<file path="config.mk">
export PLATFORM = sky130hd
export DESIGN_NAME = ccu_chan
export DESIGN_NICKNAME = d
export VERILOG_FILES = /design/src/rtl/ccu_pkg.sv /design/src/rtl/ccu_edge_sync.sv /design/src/rtl/ccu_gr.sv /design/src/rtl/ccu_flag.sv /design/src/rtl/ccu_chan.sv
export SDC_FILE = /design/constraint.sdc
export NUM_CORES = 1
export LEC_CHECK = 0
export BUFFER_PORTS_ARGS = -buffer_cell sky130_fd_sc_hd__buf_4
export CORE_UTILIZATION = 47
export CTS_BUF_LIST = sky130_fd_sc_hd__clkbuf_16
export DETAILED_ROUTE_END_ITERATION = 10
export GPL_TIMING_DRIVEN = 0
export PLACE_DENSITY = 0.71
export SKIP_CTS_REPAIR_TIMING = 1
export SYNTH_ARGS = -nofsm -noshare
export SYNTH_HDL_FRONTEND = slang
export SYNTH_HIERARCHICAL = 1
export SYNTH_SLANG_ARGS = --single-unit
</file>
<file path="constraint.sdc">
create_clock -name clk -period 2.8 [get_ports clk]
set_input_delay 0 -clock clk [delete_from_list [all_inputs] [get_ports clk]]
set_output_delay 0 -clock clk [all_outputs]
set_load 0.05 [all_outputs]
</file>
<file path="src/rtl/ccu_pkg.sv">
// Shared address constants for the capture-compare channel.
// Assumes general register i sits at GR_BASE + i.
package ccu_pkg;
    localparam int A_CNT   = 0;
    localparam int A_CTRL  = 1;
    localparam int A_STAT  = 2;
    localparam int GR_BASE = 3;
endpackage

</file>
<file path="src/rtl/ccu_edge_sync.sv">
// Brings an asynchronous capture pin into the clock domain through
// STAGES flops and produces a one-cycle pulse on the chosen edge.
// Assumes the pin is low while reset is held.
module ccu_edge_sync #(
    parameter int STAGES = 2
) (
    input  logic clk,
    input  logic rst_n,
    input  logic din,
    input  logic fall_sel,
    output logic edge_o
);
    logic [STAGES-1:0] sync_q;
    logic              prev_q;

    // Synchroniser chain plus one delayed copy for edge detection.
    always_ff @(posedge clk) begin
        if (!rst_n) begin
            sync_q <= '0;
            prev_q <= 1'b0;
        end else begin
            sync_q <= {sync_q[STAGES-2:0], din};
            prev_q <= sync_q[STAGES-1];
        end
    end

    // Select the rising or the falling transition.
    always_comb begin
        if (fall_sel) edge_o = prev_q & ~sync_q[STAGES-1];
        else          edge_o = ~prev_q & sync_q[STAGES-1];
    end
endmodule

</file>
<file path="src/rtl/ccu_gr.sv">
// One general register. In compare mode the host loads it and a match
// is reported when the counter advances onto its value. In capture mode
// a capture pulse loads the current count and host writes are ignored.
module ccu_gr #(
    parameter int W = 16
) (
    input  logic         clk,
    input  logic         rst_n,
    input  logic         cap_mode,
    input  logic         cap_evt,
    input  logic [W-1:0] cnt_now,
    input  logic [W-1:0] cnt_next,
    input  logic         cnt_adv,
    input  logic         host_we,
    input  logic [W-1:0] host_wdata,
    output logic [W-1:0] gr,
    output logic         set_evt
);
    // Register contents: capture load or host load depending on mode.
    always_ff @(posedge clk) begin
        if (!rst_n)                     gr <= '1;
        else if (cap_mode && cap_evt)   gr <= cnt_now;
        else if (!cap_mode && host_we)  gr <= host_wdata;
    end

    // Flag set source for this register.
    always_comb begin
        if (cap_mode) set_evt = cap_evt;
        else          set_evt = cnt_adv && (cnt_next == gr);
    end

    assert_capture_load_R3: assert property (@(posedge clk) disable iff (!rst_n)
        cap_mode && cap_evt |=> gr == $past(cnt_now));
    assert_capture_blocks_host_R3: assert property (@(posedge clk) disable iff (!rst_n)
        cap_mode && !cap_evt |=> gr == $past(gr));
    assert_host_load_R2: assert property (@(posedge clk) disable iff (!rst_n)
        !cap_mode && host_we |=> gr == $past(host_wdata));
endmodule

</file>
<file path="src/rtl/ccu_flag.sv">
// One sticky status flag with read-then-write-zero clearing, a
// transfer-engine clear and an interrupt request. A set event beats any
// clear request arriving in the same cycle.
module ccu_flag (
    input  logic clk,
    input  logic rst_n,
    input  logic set_evt,
    input  logic rd_stat,
    input  logic wr_stat,
    input  logic wbit,
    input  logic xfer_ack,
    input  logic xfer_noclr,
    input  logic irq_en,
    output logic flag,
    output logic irq
);
    logic armed_q;
    logic host_clr;
    logic xfer_clr;
    logic flag_d;

    // Clear requests and next flag value, set taking priority.
    always_comb begin
        host_clr = wr_stat && !wbit && armed_q;
        xfer_clr = xfer_ack && !xfer_noclr;
        if (set_evt)                  flag_d = 1'b1;
        else if (host_clr || xfer_clr) flag_d = 1'b0;
        else                          flag_d = flag;
    end

    // Flag state and its read-of-one arming bit.
    always_ff @(posedge clk) begin
        if (!rst_n) begin
            flag    <= 1'b0;
            armed_q <= 1'b0;
        end else begin
            flag <= flag_d;
            if (!flag_d)              armed_q <= 1'b0;
            else if (rd_stat && flag) armed_q <= 1'b1;
        end
    end

    // Interrupt request gated by its enable.
    assign irq = flag & irq_en;

    assert_set_wins_R8: assert property (@(posedge clk) disable iff (!rst_n)
        set_evt |=> flag);
    assert_hold_without_clear_R6: assert property (@(posedge clk) disable iff (!rst_n)
        flag && !(wr_stat && !wbit && armed_q) && !(xfer_ack && !xfer_noclr) |=> flag);
    assert_xfer_clear_R7: assert property (@(posedge clk) disable iff (!rst_n)
        xfer_ack && !xfer_noclr && !set_evt |=> !flag);
    assert_unarmed_write_R5: assert property (@(posedge clk) disable iff (!rst_n)
        flag && !armed_q && !xfer_ack |=> flag);
endmodule

</file>
<file path="src/rtl/ccu_chan.sv">
// Capture-compare channel top: counter, host register decode, control
// word and, when HAS_REGS is set, NREG general registers with flags.
// Assumes 3*NREG <= CNT_W so the control word fits a data word.
module ccu_chan #(
    parameter int CNT_W    = 16,
    parameter int NREG     = 2,
    parameter bit HAS_REGS = 1'b1,
    parameter int SYNC_STG = 2,
    parameter int ADDR_W   = $clog2(ccu_pkg::GR_BASE + NREG)
) (
    input  logic              clk,
    input  logic              rst_n,
    input  logic              cnt_tick,
    input  logic [ADDR_W-1:0] host_addr,
    input  logic              host_wr,
    input  logic              host_rd,
    input  logic [CNT_W-1:0]  host_wdata,
    output logic [CNT_W-1:0]  host_rdata,
    input  logic [NREG-1:0]   cap_in,
    input  logic [NREG-1:0]   xfer_ack,
    input  logic              xfer_noclr,
    output logic [NREG-1:0]   irq
);
    import ccu_pkg::*;

    localparam int CTRL_W = 3 * NREG;

    logic [CNT_W-1:0]  cnt_q;
    logic [CNT_W-1:0]  cnt_next;
    logic              cnt_wr;
    logic              cnt_adv;
    logic              wr_stat;
    logic              rd_stat;
    logic              wr_ctrl;
    logic [CTRL_W-1:0] ctrl_q;
    logic [NREG-1:0]   flag_q;
    logic [CNT_W-1:0]  gr_q [NREG];

    // Address decode for the write and read strobes.
    always_comb begin
        cnt_wr  = host_wr && (int'(host_addr) == A_CNT);
        wr_ctrl = host_wr && (int'(host_addr) == A_CTRL);
        wr_stat = host_wr && (int'(host_addr) == A_STAT);
        rd_stat = host_rd && (int'(host_addr) == A_STAT);
        cnt_adv = cnt_tick && !cnt_wr;
        cnt_next = cnt_q + 1'b1;
    end

    // Free-running counter; a host write takes priority over a tick.
    always_ff @(posedge clk) begin
        if (!rst_n)       cnt_q <= '0;
        else if (cnt_wr)  cnt_q <= host_wdata;
        else if (cnt_tick) cnt_q <= cnt_next;
    end

    assert_count_step_R1: assert property (@(posedge clk) disable iff (!rst_n)
        cnt_tick && !cnt_wr |=> cnt_q == $past(cnt_q) + 1'b1);
    assert_count_load_R1: assert property (@(posedge clk) disable iff (!rst_n)
        cnt_wr |=> cnt_q == $past(host_wdata));

    generate
        if (HAS_REGS) begin : g_regs
            // Control word: mode, edge select and interrupt enable per register.
            always_ff @(posedge clk) begin
                if (!rst_n)       ctrl_q <= '0;
                else if (wr_ctrl) ctrl_q <= host_wdata[CTRL_W-1:0];
            end

            for (genvar i = 0; i < NREG; i++) begin : g_ch
                logic cap_evt;
                logic set_evt;
                logic gr_we;

                assign gr_we = host_wr && (int'(host_addr) == GR_BASE + i);

                ccu_edge_sync #(.STAGES(SYNC_STG)) u_sync (
                    .clk      (clk),
                    .rst_n    (rst_n),
                    .din      (cap_in[i]),
                    .fall_sel (ctrl_q[NREG + i]),
                    .edge_o   (cap_evt)
                );

                ccu_gr #(.W(CNT_W)) u_gr (
                    .clk        (clk),
                    .rst_n      (rst_n),
                    .cap_mode   (ctrl_q[i]),
                    .cap_evt    (cap_evt),
                    .cnt_now    (cnt_q),
                    .cnt_next   (cnt_next),
                    .cnt_adv    (cnt_adv),
                    .host_we    (gr_we),
                    .host_wdata (host_wdata),
                    .gr         (gr_q[i]),
                    .set_evt    (set_evt)
                );

                ccu_flag u_flag (
                    .clk        (clk),
                    .rst_n      (rst_n),
                    .set_evt    (set_evt),
                    .rd_stat    (rd_stat),
                    .wr_stat    (wr_stat),
                    .wbit       (host_wdata[i]),
                    .xfer_ack   (xfer_ack[i]),
                    .xfer_noclr (xfer_noclr),
                    .irq_en     (ctrl_q[2*NREG + i]),
                    .flag       (flag_q[i]),
                    .irq        (irq[i])
                );
            end
        end else begin : g_none
            assign ctrl_q = '0;
            assign flag_q = '0;
            assign irq    = '0;
            for (genvar i = 0; i < NREG; i++) begin : g_zero
                assign gr_q[i] = '0;
            end
        end
    endgenerate

    // Combinational read multiplexer.
    always_comb begin
        host_rdata = '0;
        if (int'(host_addr) == A_CNT)       host_rdata = cnt_q;
        else if (int'(host_addr) == A_CTRL) host_rdata[CTRL_W-1:0] = ctrl_q;
        else if (int'(host_addr) == A_STAT) host_rdata[NREG-1:0] = flag_q;
        for (int i = 0; i < NREG; i++) begin
            if (int'(host_addr) == GR_BASE + i) host_rdata = gr_q[i];
        end
    end
endmodule

</file>
After elaboration in Yosys (flattened, before gate mapping)
Index checks and enable logic that the tools add are counted.

word-level totals
  register bits after elaboration = 64
  word-level logic and storage cells = 85

cells by class
  add/subtract/negate cells = 1
  equality and inequality tests = 6
  mux-type cells = 21
  bitwise logic cells = 10
  reductions and logical operators = 35

operators by type and width
  kind                     count
  $mux W16                 8
  $eq A16 B16 Y1           2
  $logic_and A1 B1 Y1      21
  $add A16 B1 Y16 const B  1
  $mux W10                 1
  $eq A3 B3 Y1 const B     3
  $mux W1                  8
  $and A1 B1 Y1            6
  $logic_not A1 Y1         6
  $mux W6                  1
  $reduce_bool A2 Y1       3
  $mux W2                  2
  $mux W4                  1
  $not A1 Y1               4
  $reduce_and A2 Y1        2
  $eq A3 B2 Y1 const B     1
  $logic_not A3 Y1         1
  $logic_or A1 B1 Y1       2

Logic depth before layout (Yosys ltp)
  word-level depth = 8
  depth in mapped cells = 12
  mapped depth without buffers = 10

Hierarchy
Netlist, hierarchy kept.

by module, submodules not included
  module         instances  cells an instance  area an instance (um^2)
  ccu_gr         2          114                991.0
  ccu_chan       1          238                1,836.8
  ccu_edge_sync  2          9                  101.3
  ccu_flag       2          9                  88.8

Worst setup path after synthesis
Ideal clock, no wire load.

  kind = register to register
  start point = register cnt_q[5]
  end point = register g_regs.g_ch[0].u_flag.armed_q
  arrival = 2.530 ns
  required time = 2.704 ns
  path slack = 0.174 ns
  cell stages (with the launch flop) = 13
  path buffers = 2
  clock period less this slack = 2.626 ns
  cells stage by stage = dfxtp_1 clkbuf_2 nand4_4 or2_1 buf_6 nor3_4 xor2_1 xor2_1 nor4_2 nand4_1 o41ai_2 nor4bb_1 nor4b_1

between the ends
  longest elaborated chain between the ends = 6

RTL lines
  element                             line            source
  from (decl)                         ccu_chan.sv:28  logic [CNT_W-1:0] cnt_q;
  from (signal assigned)              ccu_chan.sv:52  else if (cnt_wr) cnt_q <= host_wdata;
  from (signal assigned)              ccu_chan.sv:53  else if (cnt_tick) cnt_q <= cnt_next;
  $add A16 B1 Y16                     ccu_chan.sv:46  cnt_next = cnt_q + 1'b1;
  via cnt_next[15]                    ccu_chan.sv:29  logic [CNT_W-1:0] cnt_next;
  $eq A16 B16 Y1                      ccu_gr.sv:29    else set_evt = cnt_adv && (cnt_next == gr);
  $logic_and A1 B1 Y1                 ccu_gr.sv:29
  $mux W1                             ccu_gr.sv:28    if (cap_mode) set_evt = cap_evt;
  via g_regs.g_ch[0].set_evt          ccu_chan.sv:71  logic set_evt;
  $mux W1                             ccu_flag.sv:26  if (set_evt) flag_d = 1'b1;
  $reduce_and A2 Y1 (no source line)  n/a
  to (signal assigned)                ccu_flag.sv:35  armed_q <= 1'b0;
  to (signal assigned)                ccu_flag.sv:38  if (!flag_d) armed_q <= 1'b0;
  to (signal assigned)                ccu_flag.sv:39  else if (rd_stat && flag) armed_q <= 1'b1;
  to (decl)                           ccu_flag.sv:17  logic armed_q;

The timed path passes the listed nets, and every way through them passes these cells.
A chain may end at the register's enable or synchronous reset.

Final worst setup path
  start point = register cnt_q[4]
  end point = register g_regs.g_ch[1].u_flag.armed_q

between the ends
  longest elaborated chain between the ends = 6

RTL lines
  element                             line
  $add A16 B1 Y16                     ccu_chan.sv:46
  via cnt_next[9]                     ccu_chan.sv:29
  $eq A16 B16 Y1                      ccu_gr.sv:29
  $logic_and A1 B1 Y1                 ccu_gr.sv:29
  $mux W1                             ccu_gr.sv:28
  via g_regs.g_ch[1].set_evt          ccu_chan.sv:71
  $mux W1                             ccu_flag.sv:26
  $reduce_and A2 Y1 (no source line)  n/a
  to (signal assigned)                ccu_flag.sv:35
  to (signal assigned)                ccu_flag.sv:38
  to (signal assigned)                ccu_flag.sv:39
  to (decl)                           ccu_flag.sv:17

The timed path passes the listed nets, and every way through them passes these cells.

==> flow_summary.json <==
{
  "final_nets": 624,
  "max_stage_delay_ps": 410,
  "critPathMaxFanout": 5,
  "grt_pass1_vias": 3826,
  "antenna_found_initial": 0,
  "worst_pin_slew_ps": 887,
  "synth_edf_count": 0,
  "fin_util": 0.634,
  "port_buffers": 45,
  "cp.required_ps": 3040,
  "cp-end-kind": "flop",
  "wire_per_inst_um": 21.4,
  "min_to": "g_regs.g_ch[1].u_gr/gr[15]",
  "cpMaxStageDelayCell": "o41ai_4",
  "place_congestion": 1.02,
  "die-height_um": 96.5,
  "status": "finished with violations",
  "period_minus_slack_ps": 3000,
  "drt-initial-drc-count": 438,
  "finalSetupViolations": 4,
  "hold-path-cell-count": 3,
  "hold_violations": 11,
  "grtUsageTotal": 0.317,
  "start_util": 0.484,
  "critical_path.most_common_cell": "buf_6",
  "maxSlewHeadroom": 0.408,
  "ff2ff_path_depth": 13,
  "crit_arrival_ps": 3230,
  "diodes": 0,
  "synth.distinct_cells": 43,
  "worstSetupPathType": "reg2reg",
  "powerDensity_mw_per_mm2": 457,
  "cts_sinks": 64,
  "hp-class": "in2reg",
  "setup_ws_ps": -196,
  "cts_inserted_buffers": 9,
  "synth_warnings": 6,
  "grt_max_degree": 29,
  "cap_violations": 0,
  "tritoncts": "done",
  "dp_hpwl_mm": 9.63,
  "ys_seq_area_frac": 0.305,
  "hold_ws_ps": -35.0,
  "path_clk_slew_ps": 60,
  "leakage_nw": 2.37,
  "vias_per_cell": 6.20,
  "cts_root_buf": "clkbuf_16",
  "die_area_mm2": 0.00932,
  "htree_levels": 3,
  "synthCells": 502,
  "r2r_start": "cnt_q[4]",
  "drt-total-wl_mm": 15.1,
  "finalCritPeriodShare": 1.07,
  "fp-row-count": 34,
  "crit_path_start_kind": "flop",
  "violations": "hold timing, setup timing",
  "ys.flop_type": "dfxtp_1",
  "r2r-end": "g_regs.g_ch[1].u_flag/armed_q",
  "clk_latency_ps": 330,
  "grt_pass1_wl_mm": 21.3,
  "syn_nets": 532,
  "skew_ps": 9.26,
  "synth_seq_cells": 64,
  "synth.avg_cell_area_um2": 8.36,
  "drc": 0,
  "ant_nets": 0,
  "die_w_um": 96.5,
  "grt_overflow": 0,
  "ir_drop_v": 0.000317,
  "rsz0062_at_grt": "yes",
  "r2r_slack_ps": -200,
  "drv_slew": 0,
  "syn_area_mm2": 0.00420,
  "drt-pass1-iter-count": 5,
  "max_freq_mhz": 334,
  "synthToLayoutAreaGrowth_pct": 31.1,
  "async_flop_share": 0,
  "hp-start": "host_wdata[15]",
  "path_cells": "buf_6 > nand4_4 > or2_1 > buf_6 > nor2_4 > xor2_2 > buf_4 > xor2_1 > nor4_2 > nand4_1 > o41ai_4 > nor4bb_2 > nor4b_2",
  "vias": 4382,
  "clock_tree.buffer_depth": 2,
  "io_pins": 47,
  "core_area_mm2": 0.00868,
  "layout-drive-gt1-share": 0.265
}
layout by cell type, fill, tap and decap left out, types with 10 or more instances in the layout:
cell type,count
nand2_1,30
o21ai_1,20
buf_6,17
a21oi_1,18
dfxtp_1,57
dlygate4sd3_1,13
clkbuf_1,10
xor2_1,42
and3_1,32
nor2_1,44
xnor2_1,15
a211oi_1,32
mux2i_1,21
o21ai_0,38
buf_4,70
cells in the mapped netlist, types with 3 or more instances:
cell type / instances / share of area
clkbuf_1: 10 / 0.0089
clkbuf_2: 7 / 0.0083
xor2_1: 45 / 0.094
nand4_1: 7 / 0.010
inv_1: 6 / 0.0054
o211a_1: 4 / 0.0095
nand3_1: 6 / 0.0072
a21oi_1: 20 / 0.024
nor4bb_1: 3 / 0.0072
and2_1: 9 / 0.013
nor4_1: 7 / 0.010
nor2b_1: 9 / 0.013
buf_6: 11 / 0.029
buf_2: 12 / 0.014
nor3_1: 5 / 0.0060
a211oi_1: 32 / 0.057
xnor2_1: 16 / 0.033
nor3b_1: 3 / 0.0054
nor4_2: 6 / 0.018
nor2_1: 46 / 0.041
mux2i_1: 21 / 0.050
o21ai_0: 38 / 0.045
dfxtp_1: 64 / 0.31
and3_1: 32 / 0.048
nand2b_1: 7 / 0.010
o21ai_1: 20 / 0.024
nand2_1: 30 / 0.027
worst max-delay path, delay by kind of cell, from the launching register on:
family | cells | cell delay [ps]
buffers and inverters | 3 | 430
xor gates and xnor gates | 2 | 240
AOI/OAI and AO/OA | 1 | 410
DFF | 1 | 340
and+or+nand+nor | 7 | 1510
worst max path at each step:
| stage | slack (ps) | startpoint | to | cells after the start |
|---|---|---|---|---|
| after CTS | -500 | cnt_q[0] | g_regs.g_ch[0].u_flag/armed_q | 11 |
| after global routing | -340 | cnt_q[5] | g_regs.g_ch[0].u_flag/armed_q | 11 |
| after detailed placement | -490 | cnt_q[0] | g_regs.g_ch[0].u_flag/armed_q | 11 |
| final | -200 | cnt_q[4] | g_regs.g_ch[1].u_flag/armed_q | 13 |
| after floorplan | 170 | cnt_q[5] | g_regs.g_ch[0].u_flag/armed_q | 12 |
| after global placement | -370 | cnt_q[0] | g_regs.g_ch[0].u_flag/armed_q | 11 |
sequential cells by signal (all words and copies together) (netlist names):
signal and flops:
g_regs.g_ch.u_sync/prev_q 2, g_regs.g_ch.u_flag/armed_q 2, g_regs.g_ch.u_gr/gr 32, g_regs.g_ch.u_sync/sync_q 4, g_regs.g_ch.u_flag/flag 2, cnt_q 16
ctrl_q 6
per-layer routing:
metal	track usage	routed length (µm)
met1	0.429	6090
met2	0.476	6910
met3	0.0642	1460
met4	0.163	696
met5	0	0
per-stage QoR:
step                setup TNS (ps)  setup slack, ps  std cells  cell area, µm²  total power, W
finish                        -712             -196        707            5500         0.00252
floorplan                        0              174        502            4200         0.00124
global placement             -1170             -366        655            4670         0.00137
CTS                          -1570             -496        671            4950         0.00244
detailed placement           -1470             -486        655            4670         0.00138
global route                 -1080             -338        707            5500         0.00259
cells by family after synthesis:
group | synth area share
and+or+nand+nor | 0.257
AOI/OAI and AO/OA | 0.176
DFF | 0.305
xor gates and xnor gates | 0.127
buffers and inverters | 0.0700
muxes | 0.0608
adders and majority gates | 0.00298
layout make-up:
cell class,count,area (µm²)
fillers,717,3170
multi-input cells,389,2820
flip-flops and latches,64,1290
repair buffers,81,644
plain buffers,43,310
clock buffers,9,225
well taps,108,135
clock inverters,7,53.8
inverters,6,22.5
report_power, final:
group	total, W	leakage, nW	switching (W)	internal [W]
logic	0.000465	1.71	0.000279	0.000187
registers	0.000975	0.525	0.0000342	0.000941
clock network	0.00108	0.141	0.000404	0.000672
Note: power is estimated with default switching activity, not from simulation.
